--- src/rtl/lcdif_pkg.sv ---
package lcdif_pkg;

  typedef enum logic {
    TGT_CHAR = 1'b0,
    TGT_GLYPH = 1'b1
  } tgt_e;

  typedef enum logic [1:0] {
    CMD_OTHER,
    CMD_SET_CHAR,
    CMD_SET_GLYPH,
    CMD_DIR
  } cmd_e;

  typedef struct packed {
    cmd_e       kind;
    logic       dir_inc;
    logic [7:0] arg;
  } cmd_t;

  function automatic cmd_t decode_cmd(input logic [7:0] code);
    cmd_t c;
    c.arg     = code;
    c.dir_inc = code[0];
    if (code[7])
      c.kind = CMD_SET_CHAR;
    else if (code[6])
      c.kind = CMD_SET_GLYPH;
    else if (code[7:1] == 7'b0000001)
      c.kind = CMD_DIR;
    else
      c.kind = CMD_OTHER;
    return c;
  endfunction

endpackage

--- src/rtl/lcdif_busy_timer.sv ---
module lcdif_busy_timer #(
  parameter int CYCLES = 4
) (
  input  logic clk,
  input  logic rst_n,
  input  logic start,
  output logic busy_o
);
  localparam int CW = $clog2(CYCLES + 1);

  logic [CW-1:0] cnt;

  always_ff @(posedge clk) begin
    if (!rst_n)
      cnt <= '0;
    else if (start)
      cnt <= CW'(CYCLES);
    else if (cnt != '0)
      cnt <= cnt - 1'b1;
  end

  assign busy_o = (cnt != '0);

  assert_busy_start_R9: assert property (@(posedge clk) disable iff (!rst_n)
    start |=> busy_o);

  assert_busy_idle_R9: assert property (@(posedge clk) disable iff (!rst_n)
    (!start && !busy_o) |=> !busy_o);

endmodule

--- src/rtl/lcdif_addr_ctr.sv ---
module lcdif_addr_ctr
  import lcdif_pkg::*;
#(
  parameter int CHAR_DEPTH  = 16,
  parameter int GLYPH_DEPTH = 32,
  localparam int CA_W = $clog2(CHAR_DEPTH),
  localparam int GA_W = $clog2(GLYPH_DEPTH),
  localparam int AW   = (CA_W > GA_W) ? CA_W : GA_W
) (
  input  logic          clk,
  input  logic          rst_n,
  input  logic          load,
  input  tgt_e          load_tgt,
  input  logic [AW-1:0] load_addr,
  input  logic          step,
  input  logic          dir_set,
  input  logic          dir_val,
  output logic [AW-1:0] ac,
  output tgt_e          tgt,
  output logic          dir_inc
);
  localparam logic [AW-1:0] CMASK = AW'(CHAR_DEPTH - 1);
  localparam logic [AW-1:0] GMASK = AW'(GLYPH_DEPTH - 1);

  logic [AW-1:0] cur_mask, new_mask, stepped;

  always_comb begin
    cur_mask = (tgt == TGT_GLYPH) ? GMASK : CMASK;
    new_mask = (load_tgt == TGT_GLYPH) ? GMASK : CMASK;
    stepped  = (dir_inc ? (ac + 1'b1) : (ac - 1'b1)) & cur_mask;
  end

  always_ff @(posedge clk) begin
    if (!rst_n) begin
      ac      <= '0;
      tgt     <= TGT_CHAR;
      dir_inc <= 1'b1;
    end else begin
      if (load) begin
        ac  <= load_addr & new_mask;
        tgt <= load_tgt;
      end else if (step) begin
        ac <= stepped;
      end
      if (dir_set)
        dir_inc <= dir_val;
    end
  end

  assert_ac_range_R8: assert property (@(posedge clk) disable iff (!rst_n)
    (tgt == TGT_CHAR) |-> (ac <= CMASK));

  assert_char_wrap_up_R8: assert property (@(posedge clk) disable iff (!rst_n)
    (step && !load && dir_inc && tgt == TGT_CHAR && ac == CMASK) |=> (ac == '0));

  assert_char_wrap_down_R8: assert property (@(posedge clk) disable iff (!rst_n)
    (step && !load && !dir_inc && tgt == TGT_CHAR && ac == '0) |=> (ac == CMASK));

  assert_dir_hold_R7: assert property (@(posedge clk) disable iff (!rst_n)
    !dir_set |=> $stable(dir_inc));

endmodule

--- src/rtl/lcdif_store.sv ---
module lcdif_store
  import lcdif_pkg::*;
#(
  parameter int CHAR_DEPTH  = 16,
  parameter int CHAR_W      = 8,
  parameter int GLYPH_DEPTH = 32,
  parameter int GLYPH_W     = 5,
  parameter int DATA_W      = 8,
  localparam int CA_W = $clog2(CHAR_DEPTH),
  localparam int GA_W = $clog2(GLYPH_DEPTH),
  localparam int AW   = (CA_W > GA_W) ? CA_W : GA_W
) (
  input  logic              clk,
  input  logic              rst_n,
  input  logic              we,
  input  tgt_e              wtgt,
  input  logic [AW-1:0]     waddr,
  input  logic [DATA_W-1:0] wdata,
  input  tgt_e              rtgt,
  input  logic [AW-1:0]     raddr,
  output logic [DATA_W-1:0] rdata
);
  logic [CHAR_W-1:0]  char_mem  [CHAR_DEPTH];
  logic [GLYPH_W-1:0] glyph_mem [GLYPH_DEPTH];

  always_ff @(posedge clk) begin
    if (!rst_n) begin
      for (int i = 0; i < CHAR_DEPTH; i++)
        char_mem[i] <= '0;
    end else if (we && wtgt == TGT_CHAR) begin
      char_mem[waddr[CA_W-1:0]] <= wdata[CHAR_W-1:0];
    end
  end

  always_ff @(posedge clk) begin
    if (!rst_n) begin
      for (int i = 0; i < GLYPH_DEPTH; i++)
        glyph_mem[i] <= '0;
    end else if (we && wtgt == TGT_GLYPH) begin
      glyph_mem[waddr[GA_W-1:0]] <= wdata[GLYPH_W-1:0];
    end
  end

  always_comb begin
    if (rtgt == TGT_GLYPH)
      rdata = DATA_W'(glyph_mem[raddr[GA_W-1:0]]);
    else
      rdata = DATA_W'(char_mem[raddr[CA_W-1:0]]);
  end

  assert_glyph_narrow_R5: assert property (@(posedge clk) disable iff (!rst_n)
    (rtgt == TGT_GLYPH) |-> (rdata[DATA_W-1:GLYPH_W] == '0));

endmodule

--- src/rtl/lcdif_host_regs.sv ---
module lcdif_host_regs
  import lcdif_pkg::*;
#(
  parameter int CHAR_DEPTH  = 16,
  parameter int CHAR_W      = 8,
  parameter int GLYPH_DEPTH = 32,
  parameter int GLYPH_W     = 5,
  parameter int BUSY_CYCLES = 4
) (
  input  logic       clk,
  input  logic       rst_n,
  input  logic       host_valid,
  output logic       host_ready,
  input  logic       host_rs,
  input  logic       host_rw,
  input  logic [7:0] host_wdata,
  output logic       rsp_valid,
  output logic [7:0] rsp_data,
  output logic       busy
);
  localparam int DATA_W = 8;
  localparam int STAT_W = DATA_W - 1;
  localparam int CA_W   = $clog2(CHAR_DEPTH);
  localparam int GA_W   = $clog2(GLYPH_DEPTH);
  localparam int AW     = (CA_W > GA_W) ? CA_W : GA_W;

  logic              is_status, accept;
  logic              cmd_wr, data_wr, data_rd, stat_rd;
  logic              fetch_pend;
  logic [DATA_W-1:0] data_reg, store_rdata;
  logic [AW-1:0]     ac;
  tgt_e              tgt;
  logic              dir_inc;
  cmd_t              cmd;
  logic              set_addr;
  tgt_e              set_tgt;

  assign is_status  = !host_rs && host_rw;
  assign host_ready = is_status || (!busy && !fetch_pend);
  assign accept     = host_valid && host_ready;
  assign cmd_wr     = accept && !host_rs && !host_rw;
  assign data_wr    = accept && host_rs && !host_rw;
  assign data_rd    = accept && host_rs && host_rw;
  assign stat_rd    = accept && is_status;

  always_comb begin
    cmd      = decode_cmd(host_wdata);
    set_addr = cmd_wr && (cmd.kind == CMD_SET_CHAR || cmd.kind == CMD_SET_GLYPH);
    set_tgt  = (cmd.kind == CMD_SET_GLYPH) ? TGT_GLYPH : TGT_CHAR;
  end

  lcdif_busy_timer #(.CYCLES(BUSY_CYCLES)) u_busy (
    .clk    (clk),
    .rst_n  (rst_n),
    .start  (cmd_wr || data_wr),
    .busy_o (busy)
  );

  lcdif_addr_ctr #(.CHAR_DEPTH(CHAR_DEPTH), .GLYPH_DEPTH(GLYPH_DEPTH)) u_ac (
    .clk       (clk),
    .rst_n     (rst_n),
    .load      (set_addr),
    .load_tgt  (set_tgt),
    .load_addr (cmd.arg[AW-1:0]),
    .step      (data_wr || data_rd),
    .dir_set   (cmd_wr && cmd.kind == CMD_DIR),
    .dir_val   (cmd.dir_inc),
    .ac        (ac),
    .tgt       (tgt),
    .dir_inc   (dir_inc)
  );

  lcdif_store #(
    .CHAR_DEPTH (CHAR_DEPTH),
    .CHAR_W     (CHAR_W),
    .GLYPH_DEPTH(GLYPH_DEPTH),
    .GLYPH_W    (GLYPH_W),
    .DATA_W     (DATA_W)
  ) u_store (
    .clk   (clk),
    .rst_n (rst_n),
    .we    (data_wr),
    .wtgt  (tgt),
    .waddr (ac),
    .wdata (host_wdata),
    .rtgt  (tgt),
    .raddr (ac),
    .rdata (store_rdata)
  );

  // Prefetch stage: one cycle after an address load or a data read,
  // the entry under the (already updated) counter lands in data_reg.
  always_ff @(posedge clk) begin
    if (!rst_n) begin
      fetch_pend <= 1'b0;
      data_reg   <= '0;
    end else begin
      fetch_pend <= set_addr || data_rd;
      if (fetch_pend)
        data_reg <= store_rdata;
    end
  end

  always_ff @(posedge clk) begin
    if (!rst_n) begin
      rsp_valid <= 1'b0;
      rsp_data  <= '0;
    end else begin
      rsp_valid <= data_rd || stat_rd;
      if (stat_rd)
        rsp_data <= {busy, STAT_W'(ac)};
      else if (data_rd)
        rsp_data <= data_reg;
    end
  end

  assert_busy_gate_R10: assert property (@(posedge clk) disable iff (!rst_n)
    busy |-> (!host_ready || (!host_rs && host_rw)));

  assert_status_open_R10: assert property (@(posedge clk) disable iff (!rst_n)
    (!host_rs && host_rw) |-> host_ready);

  assert_fetch_gap_R6: assert property (@(posedge clk) disable iff (!rst_n)
    (host_valid && host_ready && host_rs && host_rw) |=> (!host_ready || (!host_rs && host_rw)));

  assert_rsp_follow_R2: assert property (@(posedge clk) disable iff (!rst_n)
    (host_valid && host_ready && host_rw) |=> rsp_valid);

  assert_rsp_quiet_R2: assert property (@(posedge clk) disable iff (!rst_n)
    !(host_valid && host_ready && host_rw) |=> !rsp_valid);

endmodule

--- config.mk ---
export PLATFORM = sky130hd
export DESIGN_NAME = lcdif_host_regs
export DESIGN_NICKNAME = d
export VERILOG_FILES = /design/src/rtl/lcdif_pkg.sv /design/src/rtl/lcdif_busy_timer.sv /design/src/rtl/lcdif_addr_ctr.sv /design/src/rtl/lcdif_store.sv /design/src/rtl/lcdif_host_regs.sv
export SDC_FILE = /design/constraint.sdc
export NUM_CORES = 1
export LEC_CHECK = 0
export CORE_MARGIN = 10
export CORE_UTILIZATION = 55
export DETAILED_ROUTE_END_ITERATION = 8
export PLACE_DENSITY = 0.81
export SLEW_MARGIN = 25
export SYNTH_ARGS = -nofsm -noshare
export SYNTH_HDL_FRONTEND = slang
export SYNTH_SLANG_ARGS = --single-unit
--- constraint.sdc ---
create_clock -name clk -period 3.22 [get_ports clk]
set_input_delay 0.322 -clock clk [delete_from_list [all_inputs] [get_ports clk]]
set_output_delay 0.322 -clock clk [all_outputs]
set_load 0.01 [all_outputs]
* After elaboration in Yosys (flattened, before gate mapping)
Memories as Yosys holds them, arrays and structs flattened. A register that Yosys moved wholly into a read port is not among the register bits.
Index checks and enable logic that the tools add are counted.
** Storage, ports and cells
- Logic and storage cells :: 85
- Output and inout port bits :: 11
- Memories kept :: 2
- Input bits :: 13
- Flip-flop bits (word level) :: 28
- Memory bits (writable) :: 288
** Operators by class
- Add/subtract/negate cells :: 3
- Bitwise gates (word level) :: 4
- Eq/ne operators :: 4
- Mux-type cells :: 31
- Reduce and logical (&&, ||, !) cells :: 31
** Memory list
- u_store.glyph_mem :: words 32, width 5, rd ports 1, clocked after memory_dff 1, write ports 32, line lcdif_store.sv:24 : logic [GLYPH_W-1:0] glyph_mem [GLYPH_DEPTH];
- u_store.char_mem :: words 16, width 8, rd ports 1, clocked after memory_dff 1, write ports 16, line lcdif_store.sv:23 : logic [CHAR_W-1:0] char_mem [CHAR_DEPTH];
** Operators by type and width (number)
- $mux W5 :: 9
- $mux W8 :: 4
- $logic_and A1 B1 Y1 :: 13
- $mux W4 :: 3
- $and A5 B5 Y5 :: 2
- $mux W1 :: 10
- $reduce_or A8 Y1 :: 1
- $eq A7 B1 Y1 const B :: 1
- $logic_or A1 B1 Y1 :: 6
- $mux W2 :: 3
- $mux W3 :: 2
- $reduce_bool A2 Y1 :: 3
- $add A5 B1 Y5 const B :: 1
- $reduce_or A5 Y1 :: 1
- $sub A5 B1 Y5 const B :: 1
- $eq A2 B2 Y1 const B :: 2
- $logic_not A1 Y1 :: 4
- $reduce_or A2 Y1 :: 2
- $reduce_bool A3 Y1 :: 1
- $sub A3 B1 Y3 const B :: 1
- $eq A2 B1 Y1 const B :: 1
- $not A1 Y1 :: 2

* Depth between registers and ports, before layout
- Word-level depth :: 13
- Depth in mapped cells :: 9
- Gate-level depth less buffers :: 8

* Cells and area by module
Synthesis repeated with hierarchy kept, for this count alone.
** Unflattened totals
- Cell total of the unflattened synthesis :: 1136
- Area, all modules :: 15058.2 sq um
** By module, submodules not included
- lcdif_store :: times used 1, sequential area each 8648.3 sq um, cells each 973, area each 13588.0 sq um
- lcdif_host_regs :: times used 1, sequential area each 360.3 sq um, cells each 90, area each 838.3 sq um
- lcdif_addr_ctr :: times used 1, sequential area each 140.1 sq um, cells each 55, area each 464.2 sq um
- lcdif_busy_timer :: times used 1, sequential area each 60.1 sq um, cells each 18, area each 167.7 sq um

* Worst setup path before layout
No wires, ideal clock.
- Path kind :: register to register
- From :: reg u_busy.cnt[0]
- To :: mem u_store.char_mem[13][0], enable pin
- Arrival :: 2.147 ns
- Data required time :: 2.836 ns
- Path buffers :: 1
- Cell stages (with the launch flop) :: 9
- Slack :: 0.689 ns
- Period minus slack after synthesis :: 2.531 ns
- Library setup time :: 0.384 ns
- Path through :: dfxtp_1 -> inv_1 -> ha_1 -> ha_1 -> nand3b_1 -> nor3_1 -> nand3_1 -> clkbuf_1 -> o21ai_0
** RTL lines
- from (decl) :: line lcdif_busy_timer.sv:11 : logic [CW-1:0] cnt;
- from (signal assigned) :: line lcdif_busy_timer.sv:17 : cnt <= CW'(CYCLES);
- from (signal assigned) :: line lcdif_busy_timer.sv:19 : cnt <= cnt - 1'b1;
- to (decl) :: line lcdif_store.sv:23

==> out/qor.yml <==
place.detailed.hpwl_mm: 22.8
synth_area_sq_um: 15100
synth_edf_count: 288
grt_max_degree: 65
synth_cell_types: 50
grt_pass1_wl_mm: 54.1
dpl_cell_area_sq_um: 15800
synthMuxAreaShare_pct: 12.1
syn_nets: 1128
critPathBufInv: 3
min_path_type: "input port to register"
cts-buffers-inserted: 31
rows: 60
hold_viol: 0
fp.dieH_microns: 185
netSwitchingFraction_pct: 24.6
nets: 1162
final_max_slew_viol_count: 0
tightest_slew_ns: 0.882
fin_skew_ns: 0.0192
fin_setup_tns_ns: 0
cp.arrival_ns: 3.05
seq_area_frac_synth_pct: 61.8
cts_buffer_depth: 3
dieArea_sq_um: 34400
crit_path_end_kind: "register"
seqPwrFrac_pct: 49.6
crit_slowest_cell: "nor3_1"
coreArea_sq_um: 27000
syn_avg_cell_area_sq_um: 13.6
io_buffer_count: 23
synthSimpleGateAreaFrac_pct: 17.2
ys.flop_type: "edfxtp_1"
status: "finished clean"
combPwrFrac_pct: 13.1
area_delta_synth_final_pct: 12.2
max_slew_margin_pct: 41.2
post-route-period-util_pct: 86.0
h-tree-depth: 1
wl_mm: 34.5
cts-resized-gates: 0
dr_total_vias: 9413
clock_latency_ns: 0.56
synth.area.top_cells: "edfxtp_1, mux4_2, and2_1"
synth_fa_ha_area_share_pct: 0.631
n_antenna_cell: 0
setup.worst_path.start_class: "register"
ir_drop_uv: 404
grt_usage_pct: 20.4
synthXorXnorAreaFrac_pct: 0.174
clock_tree.root_cell: "clkbuf_16"
fin_crit_ns: 2.77
rr_worst_depth: 9
cts_tree: "done"
first_iter_violations: 1123
fp.dieW_microns: 185
worstPathRequired_ns: 3.50
crit_family: "simple AND/OR/NAND/NOR gates"
gr-total-overflow: 0
syn_inst: 1108
clockPowerShare_pct: 37.3
postCtsSetupBuffers: 0
viasPerCell: 6.25
synth_top_family_by_area: "simple AND/OR/NAND/NOR gates"
fillerInstances: 1881
finalSetupViolations: 0
powerDensity_nw_per_um2: 586
cts_hold_buf: 0
regMostFlops: "u_store.glyph_mem"
worstSetupEndpoint: "u_store.glyph_mem[1][0]"
drc: 0
path_cells: "inv_1, ha_1, ha_1, nand3b_1, nor3_1, nand3_1, buf_4, o21ai_0, buf_4"
drt_pass1_iterations: 8
clkSlewWorstSetupHoldPaths_ns: 0.06
maxCapViolCount: 0
critPathKind: "register to register"
synth-compound-area-share_pct: 4.64
p_leak_nw: 5.95
place.gp.congestion: 0.943
cts_sinks: 321
fmax_ghz: 0.361
antenna_found_initial: 0
ys_seq_elements: 321
largest_reg_flops: 160
ys_warn_count: 0
start_util_pct: 55.9
drive_above_1_share_pct: 17.2
yosysTopAreaCellShare_pct: 57.4
cpPeakStageDelay_ns: 0.40
reg_top3: "u_store.glyph_mem: 160 flops, u_store.char_mem: 128 flops"
grt_pass1_vias: 9420
final_area_sq_um: 16900
r2r_slack_ns: 0.45
ios: 24
post_drt_wl_per_cell_microns: 22.9
startpoint: "u_busy.cnt[0]"
netSwitchingPower_mw: 2.44
rsz0062_at_grt: "false"
r2r_start: "u_busy.cnt[0]"
synth_top_area_cell: "edfxtp_1"
critPathMaxFanout: 14
ant_nets: 0
rr_endpoint: "u_store.glyph_mem[1][0]"
power.internal_mw: 7.46
synthArstFlopShare_pct: 0
crit_cells: 9
## through the flow
step | util (%) | total power, mW | hold slack, ns | std cells | worst slack, ns
2_1_floorplan | - | 5.82 | 0.437 | 1108 | 0.689
3_3_place_gp | 58.8 | 6.23 | 0.450 | 1450 | 0.461
3_5_place_dp | 58.8 | 6.26 | 0.452 | 1450 | 0.357
4_1_cts | 62.7 | 9.90 | 0.375 | 1507 | 0.428
5_1_grt | 62.7 | 10.2 | 0.372 | 1507 | 0.162
6_report | 62.7 | 9.90 | 0.367 | 1507 | 0.451
## cell type report
| class | count | area, sq um | area share (%) |
|---|---|---|---|
| Clock buffer | 43 | 935 | 5.53 |
| Clock inverter | 14 | 129 | 0.763 |
| Inverter | 16 | 60.1 | 0.355 |
| Multi-Input combinational cell | 674 | 5240 | 31.0 |
| Sequential cell | 321 | 9320 | 55.2 |
| Tap cell | 341 | 427 | 2.53 |
| Timing Repair Buffer | 98 | 783 | 4.64 |
## routing by layer
metal / track usage, % / vias to the layer above / share of wire (%)
met2: 34.0 / 507 / 50
met4: 6.63 / 0 / 2.9
met3: 3.24 / 61 / 9.5
met1: 26.8 / 4663 / 38
met5: 0 / - / 0
li1: - / 4182 / -
## worst register-to-register path: cells and delay by family, from the launching register on
family,cells,cell delay (ns)
simple gates,3,0.93
buf+inv,3,0.55
fa+ha+maj,2,0.45
flops,1,0.32
compound gates,1,0.24
## logic make-up after synthesis
family | Yosys count
buf+inv | 113
simple gates | 469
flops | 321
mux | 89
xor+xnor | 3
compound gates | 106
fa+ha+maj | 7
## worst min-delay path by stage
| stage | to | slack, ns | startpoint | cells after the start |
|---|---|---|---|---|
| 3_3_place_gp | rsp_data[6] | 0.45 | rsp_data[6] | 2 |
| 5_1_grt | register | 0.37 | host_wdata[0] | 3 |
| 6_report | register | 0.37 | host_wdata[0] | 3 |
| 2_1_floorplan | u_busy.cnt[0] | 0.44 | u_busy.cnt[0] | 1 |
| 4_1_cts | u_ac.dir_inc | 0.38 | rst_n | 3 |
| 3_5_place_dp | u_busy.cnt[0] | 0.45 | u_busy.cnt[0] | 1 |
## Yosys cell counts (3+ instances only)
cell / number
nand2_1: 37
mux2i_1: 16
o2111ai_1: 4
buf_4: 5
buf_2: 13
nand2b_1: 11
nor3_1: 53
nor4_1: 5
o22ai_1: 6
a32o_1: 6
nor2_1: 64
o21ai_0: 46
dfxtp_1: 33
mux4_2: 67
a2111oi_0: 4
a211oi_1: 5
a31oi_1: 6
nand3_1: 27
clkbuf_1: 72
and2_1: 241
xnor2_1: 3
nand4_1: 5
a311oi_1: 8
nand3b_1: 6
a22oi_1: 3
nor2b_1: 12
ha_1: 6
edfxtp_1: 288
buf_1: 3
inv_1: 14
a21oi_1: 6
mux4_1: 6
or3_1: 4
## power groups by stage
| stage | sequential (mW) | combinational [mW] | clock [mW] |
|---|---|---|---|
| after global placement | 4.99 | 1.24 | 0 |
| after global routing | 4.93 | 1.38 | 3.87 |
| after CTS | 4.91 | 1.28 | 3.72 |
| final | 4.91 | 1.29 | 3.70 |
| after detailed placement | 4.99 | 1.27 | 0 |
| after floorplan | 4.83 | 0.986 | 0 |
## placed cells by master (no fill, tap or decap), drive strengths merged, types with 3 or more instances in the layout
master and count:
a31oi 6, buf 77, clkinv 10, a2111oi 4
inv 15, a21oi 6, nor3 53, nand2b 11
nor2 64, a311oi 8, clkbuf 43, ha 6
xnor2 3, clkdlybuf4s50 21, nor4 5, nand2 37
or3 4, o2111ai 4, edfxtp 288, a22oi 3
nand3b 6, o21ai 46, nor2b 12, a32o 6
mux4 73, a211oi 5, clkinvlp 3, dfxtp 33
nand4 5, nand3 27, and2 241, o22ai 6
mux2i 16
Power figures use the tool's default switching activity.
